==> src/rtl/bgc_pkg.sv <==
package bgc_pkg;

  localparam int CMD_W       = 6;
  localparam int CMD_RESET   = 0;
  localparam int CMD_REQUEST = 1;
  localparam int CMD_RELEASE = 2;
  localparam int CMD_RUN     = 3;
  localparam int CMD_RESTART = 4;
  localparam int CMD_MCYCLE  = 5;

  // bit 0 of the state code marks bus ownership
  typedef enum logic [1:0] {
    ST_RESET      = 2'd0,
    ST_RESET_HELD = 2'd1,
    ST_RUN        = 2'd2,
    ST_RUN_HELD   = 2'd3
  } bus_state_e;

  typedef enum logic [1:0] {
    PH_IDLE     = 2'd0,
    PH_ACK_WAIT = 2'd1,
    PH_PULSE    = 2'd2,
    PH_REL_WAIT = 2'd3
  } phase_e;

  typedef enum logic [2:0] {
    OP_FROM_RESET = 3'd0,
    OP_FROM_RUN   = 3'd1,
    OP_MCYCLE     = 3'd2,
    OP_RUN_HELD   = 3'd3,
    OP_RESTART    = 3'd4
  } op_e;

endpackage

==> src/rtl/bgc_tick_gen.sv <==
module bgc_tick_gen #(
  parameter int TICK_DIV = 12_500_000
) (
  input  logic clk,
  input  logic rst_n,
  input  logic clear_i,
  output logic tick_o
);
  localparam int PW = (TICK_DIV > 1) ? $clog2(TICK_DIV) : 1;
  localparam logic [PW-1:0] PRES_MAX = PW'(TICK_DIV - 1);

  logic [PW-1:0] pres_q, pres_d;

  always_comb begin
    pres_d = pres_q;
    if (clear_i)               pres_d = '0;
    else if (pres_q == PRES_MAX) pres_d = '0;
    else                       pres_d = pres_q + 1'b1;
  end

  always_ff @(posedge clk or negedge rst_n) begin
    if (!rst_n) pres_q <= '0;
    else        pres_q <= pres_d;
  end

  assign tick_o = (pres_q == PRES_MAX);

  p_pres_range_r4: assert property (@(posedge clk) disable iff (!rst_n)
    pres_q <= PRES_MAX);

endmodule

==> src/rtl/bgc_wait_timer.sv <==
module bgc_wait_timer #(
  parameter int ACK_TICKS = 20
) (
  input  logic clk,
  input  logic rst_n,
  input  logic start_i,
  input  logic tick_i,
  output logic expired_o
);
  localparam int CW = $clog2(ACK_TICKS + 1);
  localparam logic [CW-1:0] LIMIT = CW'(ACK_TICKS);

  logic [CW-1:0] cnt_q, cnt_d;
  logic          cnt_en;

  assign cnt_en = tick_i && (cnt_q != LIMIT);

  always_comb begin
    cnt_d = cnt_q;
    if (start_i)     cnt_d = '0;
    else if (cnt_en) cnt_d = cnt_q + 1'b1;
  end

  always_ff @(posedge clk or negedge rst_n) begin
    if (!rst_n) cnt_q <= LIMIT;
    else        cnt_q <= cnt_d;
  end

  assign expired_o = (cnt_q == LIMIT);

  p_no_overflow_r4: assert property (@(posedge clk) disable iff (!rst_n)
    cnt_q <= LIMIT);

  p_start_clears_r5: assert property (@(posedge clk) disable iff (!rst_n)
    start_i |=> !expired_o);

endmodule

==> src/rtl/bgc_pulse_timer.sv <==
module bgc_pulse_timer #(
  parameter int PULSE_CYCLES = 1250
) (
  input  logic clk,
  input  logic rst_n,
  input  logic start_i,
  output logic done_o
);
  localparam int PCW = (PULSE_CYCLES > 1) ? $clog2(PULSE_CYCLES) : 1;
  localparam logic [PCW-1:0] LAST = PCW'(PULSE_CYCLES - 1);

  logic [PCW-1:0] cnt_q, cnt_d;

  always_comb begin
    cnt_d = cnt_q;
    if (start_i)           cnt_d = '0;
    else if (cnt_q != LAST) cnt_d = cnt_q + 1'b1;
  end

  always_ff @(posedge clk or negedge rst_n) begin
    if (!rst_n) cnt_q <= LAST;
    else        cnt_q <= cnt_d;
  end

  assign done_o = (cnt_q == LAST);

  p_pulse_bound_r8: assert property (@(posedge clk) disable iff (!rst_n)
    cnt_q <= LAST);

endmodule

==> src/rtl/bus_grant_ctrl.sv <==
module bus_grant_ctrl
  import bgc_pkg::*;
#(
  parameter int TICK_DIV     = 12_500_000,
  parameter int ACK_TICKS    = 20,
  parameter int PULSE_CYCLES = 1250
) (
  input  logic             clk,
  input  logic             rst_n,
  input  logic [CMD_W-1:0] cmd_i,
  input  logic             rst_sense_i,
  input  logic             busack_n_i,
  output logic             busreq_n_o,
  output logic             cpu_rst_o,
  output logic             cpu_rst_oe_o,
  output logic             bus_oe_o,
  output logic [2:0]       strobe_n_o,
  output logic [1:0]       state_o,
  output logic             acquired_o,
  output logic             busy_o
);

  bus_state_e st_q, st_d;
  phase_e     ph_q, ph_d;
  op_e        op_q, op_d;
  logic       req_n_q, req_n_d;
  logic       ract_q, ract_d;
  logic       oe_q, oe_d;
  logic       pol_q, pol_valid_q;
  logic       wait_go, pulse_go;
  logic       tick, wait_expired, pulse_done;
  logic       cmd_valid, cmd_reset;

  bgc_tick_gen #(.TICK_DIV(TICK_DIV)) u_tick (
    .clk(clk), .rst_n(rst_n), .clear_i(wait_go), .tick_o(tick));

  bgc_wait_timer #(.ACK_TICKS(ACK_TICKS)) u_wait (
    .clk(clk), .rst_n(rst_n), .start_i(wait_go), .tick_i(tick),
    .expired_o(wait_expired));

  bgc_pulse_timer #(.PULSE_CYCLES(PULSE_CYCLES)) u_pulse (
    .clk(clk), .rst_n(rst_n), .start_i(pulse_go), .done_o(pulse_done));

  assign cmd_valid = pol_valid_q && $onehot(cmd_i);
  assign cmd_reset = cmd_valid && cmd_i[CMD_RESET];

  // polarity capture: one clock after reset release
  always_ff @(posedge clk or negedge rst_n) begin
    if (!rst_n) begin
      pol_q       <= 1'b0;
      pol_valid_q <= 1'b0;
    end else if (!pol_valid_q) begin
      pol_q       <= rst_sense_i;
      pol_valid_q <= 1'b1;
    end
  end

  always_comb begin
    st_d     = st_q;
    ph_d     = ph_q;
    op_d     = op_q;
    req_n_d  = req_n_q;
    ract_d   = ract_q;
    oe_d     = oe_q;
    wait_go  = 1'b0;
    pulse_go = 1'b0;
    if (cmd_reset) begin
      st_d    = ST_RESET;
      ph_d    = PH_IDLE;
      req_n_d = 1'b1;
      ract_d  = 1'b1;
      oe_d    = 1'b0;
    end else if (ph_q == PH_IDLE) begin
      if (cmd_valid && cmd_i[CMD_REQUEST]) begin
        if (st_q == ST_RESET) begin
          req_n_d = 1'b0;
          ract_d  = 1'b0;
          ph_d    = PH_ACK_WAIT;
          op_d    = OP_FROM_RESET;
          wait_go = 1'b1;
        end else if (st_q == ST_RUN) begin
          req_n_d = 1'b0;
          ph_d    = PH_ACK_WAIT;
          op_d    = OP_FROM_RUN;
          wait_go = 1'b1;
        end
      end else if (cmd_valid && cmd_i[CMD_RELEASE]) begin
        if (st_q == ST_RESET_HELD) begin
          oe_d    = 1'b0;
          ract_d  = 1'b1;
          req_n_d = 1'b1;
          st_d    = ST_RESET;
        end else if (st_q == ST_RUN_HELD) begin
          oe_d    = 1'b0;
          req_n_d = 1'b1;
          st_d    = ST_RUN;
        end
      end else if (cmd_valid && cmd_i[CMD_RUN]) begin
        if (st_q == ST_RESET) begin
          ract_d = 1'b0;
          st_d   = ST_RUN;
        end else if (st_q == ST_RESET_HELD) begin
          oe_d     = 1'b0;
          ract_d   = 1'b1;
          ph_d     = PH_PULSE;
          op_d     = OP_RUN_HELD;
          pulse_go = 1'b1;
        end
      end else if (cmd_valid && cmd_i[CMD_RESTART]) begin
        if (st_q == ST_RUN || st_q == ST_RUN_HELD) begin
          ract_d   = 1'b1;
          ph_d     = PH_PULSE;
          op_d     = OP_RESTART;
          pulse_go = 1'b1;
        end
      end else if (cmd_valid && cmd_i[CMD_MCYCLE]) begin
        if (st_q == ST_RUN_HELD) begin
          oe_d    = 1'b0;
          req_n_d = 1'b1;
          ph_d    = PH_REL_WAIT;
          op_d    = OP_MCYCLE;
          wait_go = 1'b1;
        end
      end
    end else begin
      unique case (ph_q)
        PH_ACK_WAIT: begin
          if (!busack_n_i) begin
            ph_d = PH_IDLE;
            oe_d = 1'b1;
            if (op_q == OP_FROM_RESET)    st_d = ST_RESET_HELD;
            else if (op_q == OP_FROM_RUN) st_d = ST_RUN_HELD;
          end else if (wait_expired) begin
            ph_d    = PH_IDLE;
            req_n_d = 1'b1;
            if (op_q == OP_FROM_RESET) ract_d = 1'b1;
            if (op_q == OP_MCYCLE)     st_d   = ST_RUN;
          end
        end
        PH_PULSE: begin
          if (pulse_done) begin
            ph_d   = PH_IDLE;
            ract_d = 1'b0;
            if (op_q == OP_RUN_HELD) begin
              oe_d = 1'b1;
              st_d = ST_RUN_HELD;
            end
          end
        end
        PH_REL_WAIT: begin
          if (busack_n_i) begin
            req_n_d = 1'b0;
            ph_d    = PH_ACK_WAIT;
            wait_go = 1'b1;
          end else if (wait_expired) begin
            req_n_d = 1'b0;
            oe_d    = 1'b1;
            ph_d    = PH_IDLE;
          end
        end
        default: ph_d = PH_IDLE;
      endcase
    end
  end

  always_ff @(posedge clk or negedge rst_n) begin
    if (!rst_n) begin
      st_q    <= ST_RESET;
      ph_q    <= PH_IDLE;
      op_q    <= OP_FROM_RESET;
      req_n_q <= 1'b1;
      ract_q  <= 1'b1;
      oe_q    <= 1'b0;
    end else begin
      st_q    <= st_d;
      ph_q    <= ph_d;
      op_q    <= op_d;
      req_n_q <= req_n_d;
      ract_q  <= ract_d;
      oe_q    <= oe_d;
    end
  end

  assign busreq_n_o   = req_n_q;
  assign cpu_rst_o    = ract_q ? pol_q : ~pol_q;
  assign cpu_rst_oe_o = pol_valid_q;
  assign bus_oe_o     = oe_q;
  assign strobe_n_o   = oe_q ? 3'b111 : 3'b000;
  assign state_o      = st_q;
  assign acquired_o   = st_q[0];
  assign busy_o       = !pol_valid_q || (ph_q != PH_IDLE);

  p_oe_held_r3: assert property (@(posedge clk) disable iff (!rst_n)
    oe_q |-> st_q[0]);

  p_oe_req_r9: assert property (@(posedge clk) disable iff (!rst_n)
    oe_q |-> !req_n_q);

  p_pulse_rst_r8: assert property (@(posedge clk) disable iff (!rst_n)
    (ph_q == PH_PULSE) |-> ract_q);

  p_idle_reset_r1: assert property (@(posedge clk) disable iff (!rst_n)
    (ph_q == PH_IDLE && st_q == ST_RESET) |-> (ract_q && req_n_q));

  p_reset_cmd_r10: assert property (@(posedge clk) disable iff (!rst_n)
    (pol_valid_q && cmd_i == 6'b000001) |=>
      (st_q == ST_RESET && ph_q == PH_IDLE && req_n_q && ract_q && !oe_q));

  p_quiet_r11: assert property (@(posedge clk) disable iff (!rst_n)
    (ph_q == PH_IDLE && cmd_i == '0) |=>
      ($stable(st_q) && $stable(oe_q) && $stable(req_n_q) && $stable(ract_q)));

endmodule

==> config.mk <==
export PLATFORM = sky130hd
export DESIGN_NAME = bus_grant_ctrl
export DESIGN_NICKNAME = d
export VERILOG_FILES = /design/src/rtl/bgc_pkg.sv /design/src/rtl/bgc_tick_gen.sv /design/src/rtl/bgc_wait_timer.sv /design/src/rtl/bgc_pulse_timer.sv /design/src/rtl/bus_grant_ctrl.sv
export SDC_FILE = /design/constraint.sdc
export NUM_CORES = 1
export LEC_CHECK = 0
export BUFFER_PORTS_ARGS = -buffer_cell sky130_fd_sc_hd__buf_2
export CAP_MARGIN = 20
export CORE_ASPECT_RATIO = 1.25
export CORE_MARGIN = 2
export CORE_UTILIZATION = 45
export CTS_BUF_LIST = sky130_fd_sc_hd__clkbuf_2
export CTS_CLUSTER_DIAMETER = 120
export DETAILED_ROUTE_END_ITERATION = 8
export PLACE_DENSITY = 0.6
export SKIP_CTS_REPAIR_TIMING = 1
export SLEW_MARGIN = 25
export SYNTH_ARGS = -nofsm -noshare
export SYNTH_HDL_FRONTEND = slang
export SYNTH_SLANG_ARGS = --single-unit
==> constraint.sdc <==
create_clock -name clk -period 5.5 [get_ports clk]
set_input_delay 0.825 -clock clk [delete_from_list [all_inputs] [get_ports clk]]
set_output_delay 0.825 -clock clk [all_outputs]
set_load 0.02 [all_outputs]
# == Yosys cells after proc, flatten, opt, wreduce, memory -nomap -nowiden ==
# Index checks and enable logic that the tools add are counted.
# word_totals
register_bits,52
latch_bits,0
ramBits,0
mem_bits_ro,0
inputBits,10
out_inout_bits,11
wordCells,223
n_memories,0
# op_classes
add_sub_neg,8
multipliers,0
n_div,0
n_lt_le_gt_ge,0
eq_ne,53
n_shift,0
n_mux,121
n_bitwise,2
n_reduce_logical,28
# op_table
operator,count
$mux 1,66
$mux 2,32
$mux 24,2
$ne 5x5->1 const B,9
$mux 3,12
$ne 4x4->1 const B,7
$add 24x1->24 const B,1
$eq 24x24->1 const B,1
$ne 6x2->1 const B,4
$reduce_and 8->1,3
$mux 11,2
$ne 4x3->1 const B,4
$reduce_bool 4->1,4
$add 11x1->11 const B,1
$eq 11x11->1 const B,1
$ne 11x11->1 const B,1
$reduce_and 11->1,1
$mux 5,2
$ne 5x2->1 const B,2
$ne 5x3->1 const B,2
$ne 5x4->1 const B,2
$reduce_and 10->1,1
$ne 3x3->1 const B,3
$reduce_and 9->1,1
26 further kinds,48

# == Longest topological paths before layout ==
# Gate-level depths: netlist of the first run.
# logic_depth
ltp_word,14
ltp_mapped,13
ltp_nobuf,11

# == Modules after synthesis ==
# Synthesis of the first run repeated with hierarchy kept, for this count alone.
# hier_totals
hier_cells,397
hier_area_um2,3622.2
# by_module_without_submodules
module,instances,cells_each,area_per_inst_um2,seq_area_each_um2
bus_grant_ctrl,1,180,1457.6,302.8
bgc_tick_gen,1,128,1277.5,600.6
bgc_pulse_timer,1,60,598.1,281.5
bgc_wait_timer,1,29,289.0,127.6

# == Worst setup path after synthesis of the first run ==
# OpenSTA, ideal clock, no wires.
# synth_timing
path_type,input to register
startpoint,input cmd_i[3]
endpoint,register u_tick.pres_q[15]
setup_time_ns,0.121
arrival_time_ns,4.125
required_ns,5.379
setup_slack_ns,1.254
stages,13
path_buffers,2
cell_sequence,clkbuf_1 inv_1 fa_1 fa_1 inv_1 ha_1 fa_1 nand4bb_1 nor2_1 o32ai_1 a21o_1 buf_2 nor2_1
# synth_between
elab_chain_len,14
elab_cells_between_ends,19
# synth_lines
item,line,rtl
start: declaration,bus_grant_ctrl.sv:10,"input logic [CMD_W-1:0] cmd_i,"
$add 1x1->2 (implied by the code),bus_grant_ctrl.sv:44,assign cmd_valid = pol_valid_q && $onehot(cmd_i);
$add 2x2->3 (implied by the code),bus_grant_ctrl.sv:44,
$add 3x2->3 (implied by the code),bus_grant_ctrl.sv:44,
$eq 3x1->1,bus_grant_ctrl.sv:44,
$logic_and 1x1->1,bus_grant_ctrl.sv:44,
$logic_and 1x1->1,bus_grant_ctrl.sv:116,end else if (cmd_valid && cmd_i[CMD_MCYCLE]) begin
$mux 1,bus_grant_ctrl.sv:116,
$mux 1,bus_grant_ctrl.sv:109,end else if (cmd_valid && cmd_i[CMD_RESTART]) begin
$mux 1,bus_grant_ctrl.sv:98,end else if (cmd_valid && cmd_i[CMD_RUN]) begin
$mux 1,bus_grant_ctrl.sv:87,end else if (cmd_valid && cmd_i[CMD_RELEASE]) begin
$mux 1,bus_grant_ctrl.sv:74,if (cmd_valid && cmd_i[CMD_REQUEST]) begin
$mux 1,bus_grant_ctrl.sv:73,end else if (ph_q == PH_IDLE) begin
$mux 1 (*),bus_grant_ctrl.sv:67,if (cmd_reset) begin
$mux 24 (*),bgc_tick_gen.sv:16,if (clear_i) pres_d = '0;
net u_tick.pres_d[15],bgc_tick_gen.sv:12,"logic [PW-1:0] pres_q, pres_d;"
end signal: assignment,bgc_tick_gen.sv:23,else pres_q <= pres_d;
end: declaration,bgc_tick_gen.sv:12,
# Mark *: on every way through the listed nets, which the timed path passes. The rest lies on a longest branch.
# A chain may end at the register's enable or synchronous reset.

# == Worst setup path after layout of the first run ==
# layout_timing
startpoint,input cmd_i[3]
endpoint,register u_tick.pres_q[5]
# The elaborated chain is that of the path after synthesis.

==> reports/metrics.yaml, run 1 <==
ios: 21
critical_path_arrival_ps: 4560
first_iter_violations: 99
worstSetupPathType: "primary input to flip-flop"
io_buffer_count: 20
synthTopCellsByArea: "dfrtp_1, nor2_1, dfstp_2, xor2_1, ha_1"
synth_top_area_share_pct: 32.8
gr-total-overflow: 0
ys_seq_elements: 52
fin_tns_setup_ps: 0
vias: 2607
hp-class: "primary input to asynchronous set/reset pin"
grt_first_pass_wirelength_um: 11900
async_flop_share_pct: 100
wl_per_cell_um: 15.0
track_usage_pct: 18.7
fin_crit_sh_pct: 77.2
start_util_pct: 46.7
finalWeightedCongestion: 0.932
nFillCells: 681
syn_area_mm2: 0.00328
htreeDepth: 2
dieArea_mm2: 0.00798
outcome: "finished, final reports clean"
nets: 400
synth.avg_cell_area_um2: 9.02
antenna_found_initial: 0
setup_viol_count_final: 0
syn_inst: 363
drc: 0
numCtsBuffers: 5
yosys_warnings: 0
critPathLaunchType: "primary input"
ant_nets: 0
ys_seq_area_share_pct: 40.1
ys.flop_type: "dfrtp_1"
synth_common_cells: "nor2_1, dfrtp_1, nand2_1"
fp.dieH_um: 99.4
endpoint_kind: "flip-flop"
skew_ps: 21.1
core_area_mm2: 0.00702
synth_edf_count: 0
area_growth_pct: 6.84
rsz0062_at_grt: "false"
synth_cell_types: 60
worstSkewPairLatency_ps: 430
powerDensity_mw_per_mm2: 372
whs_ps: 453
synth_top_cell_by_area: "dfrtp_1"
diodes: 0
worst_pin_slew_ps: 798
syn-num-nets: 388
firstDrtPassIters: 4
peakVddDrop_mv: 0.212
max_freq_mhz: 235
cap_violations: 0
cts_root_buf: "clkbuf_2"
final_max_slew_viol_count: 0
clockBufferDepth: 2
cts.sinks: 52
hpwl_um: 5020
relSlewSlack_pct: 46.8
layout-drive-gt1-share_pct: 12.2
cp_max_fo: 22
wirelength_um: 7010
viasPerCell: 5.59
grt_max_degree: 53
first_global_vias: 2561
num_rows: 34
die_width_um: 80.3
cts_tree: "yes"
hold_viol: 0
worst_ep_required_time_ps: 5810
finalCriticalPeriod_ps: 4250
clk_pin_slew_ps: 250
leakagePower_nw: 1.57
yosysMostFrequentCell: "nor2_1"
state kept, by name, summed over array words and instances, names as in the netlist:
| register | cells |
|---|---|
| u_tick.pres_q | 24 |
| u_pulse.cnt_q | 11 |
| u_wait.cnt_q | 5 |
| op_q | 3 |
| ph_q | 2 |
| state_o | 2 |
| bus_oe_o | 1 |
| busreq_n_o | 1 |
| cpu_rst_oe_o | 1 |
| pol_q | 1 |
| ract_q | 1 |
cell usage in the layout (no fill, tap or decap), drive strengths merged, types with 4 or more instances in the layout:
master,n
nor2,64
dfrtp,43
nand2,24
buf,23
xor2,22
inv,19
nand3,15
xnor2,14
nand4,13
ha,12
o21ai,10
dfstp,9
a21oi,9
and3,8
nor3,8
mux2i,6
a211oi,5
clkbuf,5
a31oi,4
o31ai,4
layout make-up:
class | count | area, µm² | share of cell area (%)
multi-input combinational | 274 | 1820 | 51.9
sequential | 52 | 1310 | 37.5
tap | 90 | 113 | 3.22
inverter | 19 | 71.3 | 2.04
timing repair buffer | 23 | 123 | 3.50
clock inverter | 3 | 37.5 | 1.07
clock buffer | 5 | 25.0 | 0.715
where the power goes:
group	leakage [nW]	switching, mW	internal, mW	total [mW]
logic	0.886	0.284	0.213	0.497
registers	0.650	0.123	0.490	0.612
clock network	0.0380	0.119	0.0740	0.193
final timing paths:
| check | endpoint | depth (start not counted) | startpoint | slack (ps) |
|---|---|---|---|---|
| worst max-delay path | u_tick.pres_q[5] | 12 | cmd_i[3] | 1250 |
| worst min-delay path | u_pulse.cnt_q[4] | 2 | rst_n | 450 |
| worst max register to register | u_tick.pres_q[5] | 6 | ph_q[1] | 2520 |
| worst min register to register | busreq_n_o | 2 | busreq_n_o | 510 |
| max in group asynchronous | u_tick.pres_q[5] | 2 | rst_n | 4600 |
| min in group clk | busreq_n_o | 2 | busreq_n_o | 510 |
logic make-up after synthesis:
kind of cell	share of synthesized area, %
other cells	0.114
xor+xnor	9.63
fa+ha+maj	6.42
compound gates	12.0
buf+inv	4.81
simple gates	24.0
mux	2.98
flops	40.1
worst max-delay path, cell delays in order:
cell and delay [ps]:
buf_2 170, inv_1 110, fa_1 450, fa_1 490
inv_1 50, ha_1 180, fa_1 440, and4bb_2 480
nand3_1 220, o32ai_2 430, a21o_1 590, nor2_1 120
per-stage QoR:
step | total power [mW] | util [%] | worst slack, ps | cell area [µm²] | std cells
floorplan | 0.989 | - | 1250 | 3280 | 363
global placement | 1.11 | 48.8 | 640 | 3420 | 458
detailed placement | 1.12 | 48.8 | 589 | 3420 | 458
CTS | 1.31 | 49.7 | 1080 | 3490 | 466
global route | 1.41 | 49.9 | 993 | 3500 | 466
finish | 1.30 | 49.9 | 1250 | 3500 | 466
per-layer routing:
layer  GRT usage (%)  vias to the layer above  share of wire, %
met5               0                        -                 0
met4            7.69                        0               3.1
met3            2.99                       18               2.2
met2            32.1                       49                50
met1            23.2                     1241                45
li1                -                     1299                 -
Power figures use the tool's default switching activity.
==> inputs of run 2 (changes only) <==
Clock period 5.5 ns to 4 ns, I/O delays scaled along.
==> run 2 against run 1 <==
- register-to-register slack worse by 1000 ps
- critical endpoint is now u_pulse.cnt_q[1]
- clock power up 45%
- largest cell class unchanged
- total power is 38% higher
==> reports/metrics.yaml, run 2 (synthesis gave the netlist of run 1 again) <==
firstDrtPassIters: 4
viasPerCell: 5.58
area_growth_pct: 8.82
critical_path_arrival_ps: 3790
clk_pin_slew_ps: 270
endpoint_kind: "flip-flop"
nets: 407
ant_nets: 0
first_iter_violations: 143
die_width_um: 80.3
layout-drive-gt1-share_pct: 13.8
power.switching_mw: 0.728
post-place-cells: 465
grt_first_pass_wirelength_um: 12400
core_area_mm2: 0.00702
drc: 0
clockPowerShare_pct: 15.5
p_sw_share_pct: 40.4
first_global_vias: 2604
internal_power_mw: 1.08
cts_root_buf: "clkbuf_2"
whs_ps: 79.3
wl_per_cell_um: 15.2
top_regs: "u_tick.pres_q: 24 flops, u_pulse.cnt_q: 11 flops, u_wait.cnt_q: 5 flops"
gr-total-overflow: 0
fin_crit_sh_pct: 85.9
fin_tns_setup_ps: 0
fp.dieH_um: 99.4
cts.sinks: 52
seqPwrFrac_pct: 46.3
diodes: 0
final_core_util_pct: 50.8
track_usage_pct: 19.6
skew_ps: 15.4
dp_slack_ps: 110
hpwl_um: 5250
worstSkewPairLatency_ps: 440
setup_viol_count_final: 0
worst_pin_slew_ps: 937
cts_tree: "yes"
final_common_cell: "nor2_1"
max_freq_mhz: 291
largest_reg_flops: 24
peakVddDrop_mv: 0.214
hp-class: "primary input to asynchronous set/reset pin"
grt_max_degree: 33
comb_power_share_pct: 38.2
worstSetupPathType: "primary input to flip-flop"
cp_max_fo: 12
outcome: "finished, final reports clean"
dieArea_mm2: 0.00798
layout_common_cells: "nor2_1, dfrtp_1, nand2_1, xor2_1, buf_2"
clockBufferDepth: 2
rsz0062_at_grt: "false"
finalNonFillerCells: 473
finalWeightedCongestion: 0.931
worst_slack_ps: 565
num_rows: 34
nFillCells: 689
largest-register: "u_tick.pres_q"
hold_viol: 0
start_util_pct: 46.7
leakagePower_nw: 1.62
antenna_found_initial: 0
relSlewSlack_pct: 37.0
vias: 2639
htreeDepth: 2
io_buffer_count: 20
worst_ep_required_time_ps: 4350
cap_violations: 0
powerDensity_mw_per_mm2: 506
wirelength_um: 7180
final_max_slew_viol_count: 0
numCtsBuffers: 5
critPathLaunchType: "primary input"
ios: 21
finalCriticalPeriod_ps: 3440
run 2: power by group through the flow:
stage / logic [mW] / clock network (mW) / registers [mW]
global route: 0.777 / 0.320 / 0.866
floorplan: 0.548 / 0 / 0.814
finish: 0.689 / 0.279 / 0.836
global placement: 0.678 / 0 / 0.847
detailed placement: 0.687 / 0 / 0.846
CTS: 0.691 / 0.294 / 0.837
run 2: worst paths after layout:
kind,startpoint,endpoint,slack (ps),cells after the start
setup reg to reg,ph_q[1],op_q[0],1490,6
hold / removal,rst_n,state_o[1],80,1
max in group asynchronous,rst_n,u_pulse.cnt_q[0],3060,2
hold reg to reg,u_tick.pres_q[0],u_tick.pres_q[0],500,1
min in group clk,rst_sense_i,pol_q,360,2
setup / recovery,cmd_i[0],u_pulse.cnt_q[1],560,13
run 2: layout make-up:
class | count | area [µm²] | area share (%)
inverter | 19 | 71.3 | 2.00
sequential | 52 | 1310 | 36.8
clock buffer | 5 | 25.0 | 0.702
tap | 90 | 113 | 3.16
multi-input combinational | 274 | 1810 | 50.9
clock inverter | 3 | 42.5 | 1.19
timing repair buffer | 30 | 188 | 5.27
run 2: metal layers:
layer  vias up  GRT usage, %  share of wire (%)
met3        11          3.09                2.1
li1       1307             -                  -
met4         0          6.00                1.7
met2        34          34.3                 52
met1      1287          24.7                 44
met5         -             0                  0
run 2: metrics by stage:
step / instance area (µm²) / power [mW]
after floorplan: 3280 / 1.36
final: 3560 / 1.80
after global routing: 3560 / 1.96
after detailed placement: 3500 / 1.53
after CTS: 3560 / 1.82
after global placement: 3500 / 1.52
run 2: critical path, stage by stage:
cell	delay, ps
buf_2	120
inv_1	90
fa_1	490
fa_1	500
inv_1	50
ha_1	180
fa_1	440
and4bb_2	320
buf_4	180
nand2_1	120
nor3_1	390
buf_4	250
a211oi_1	50
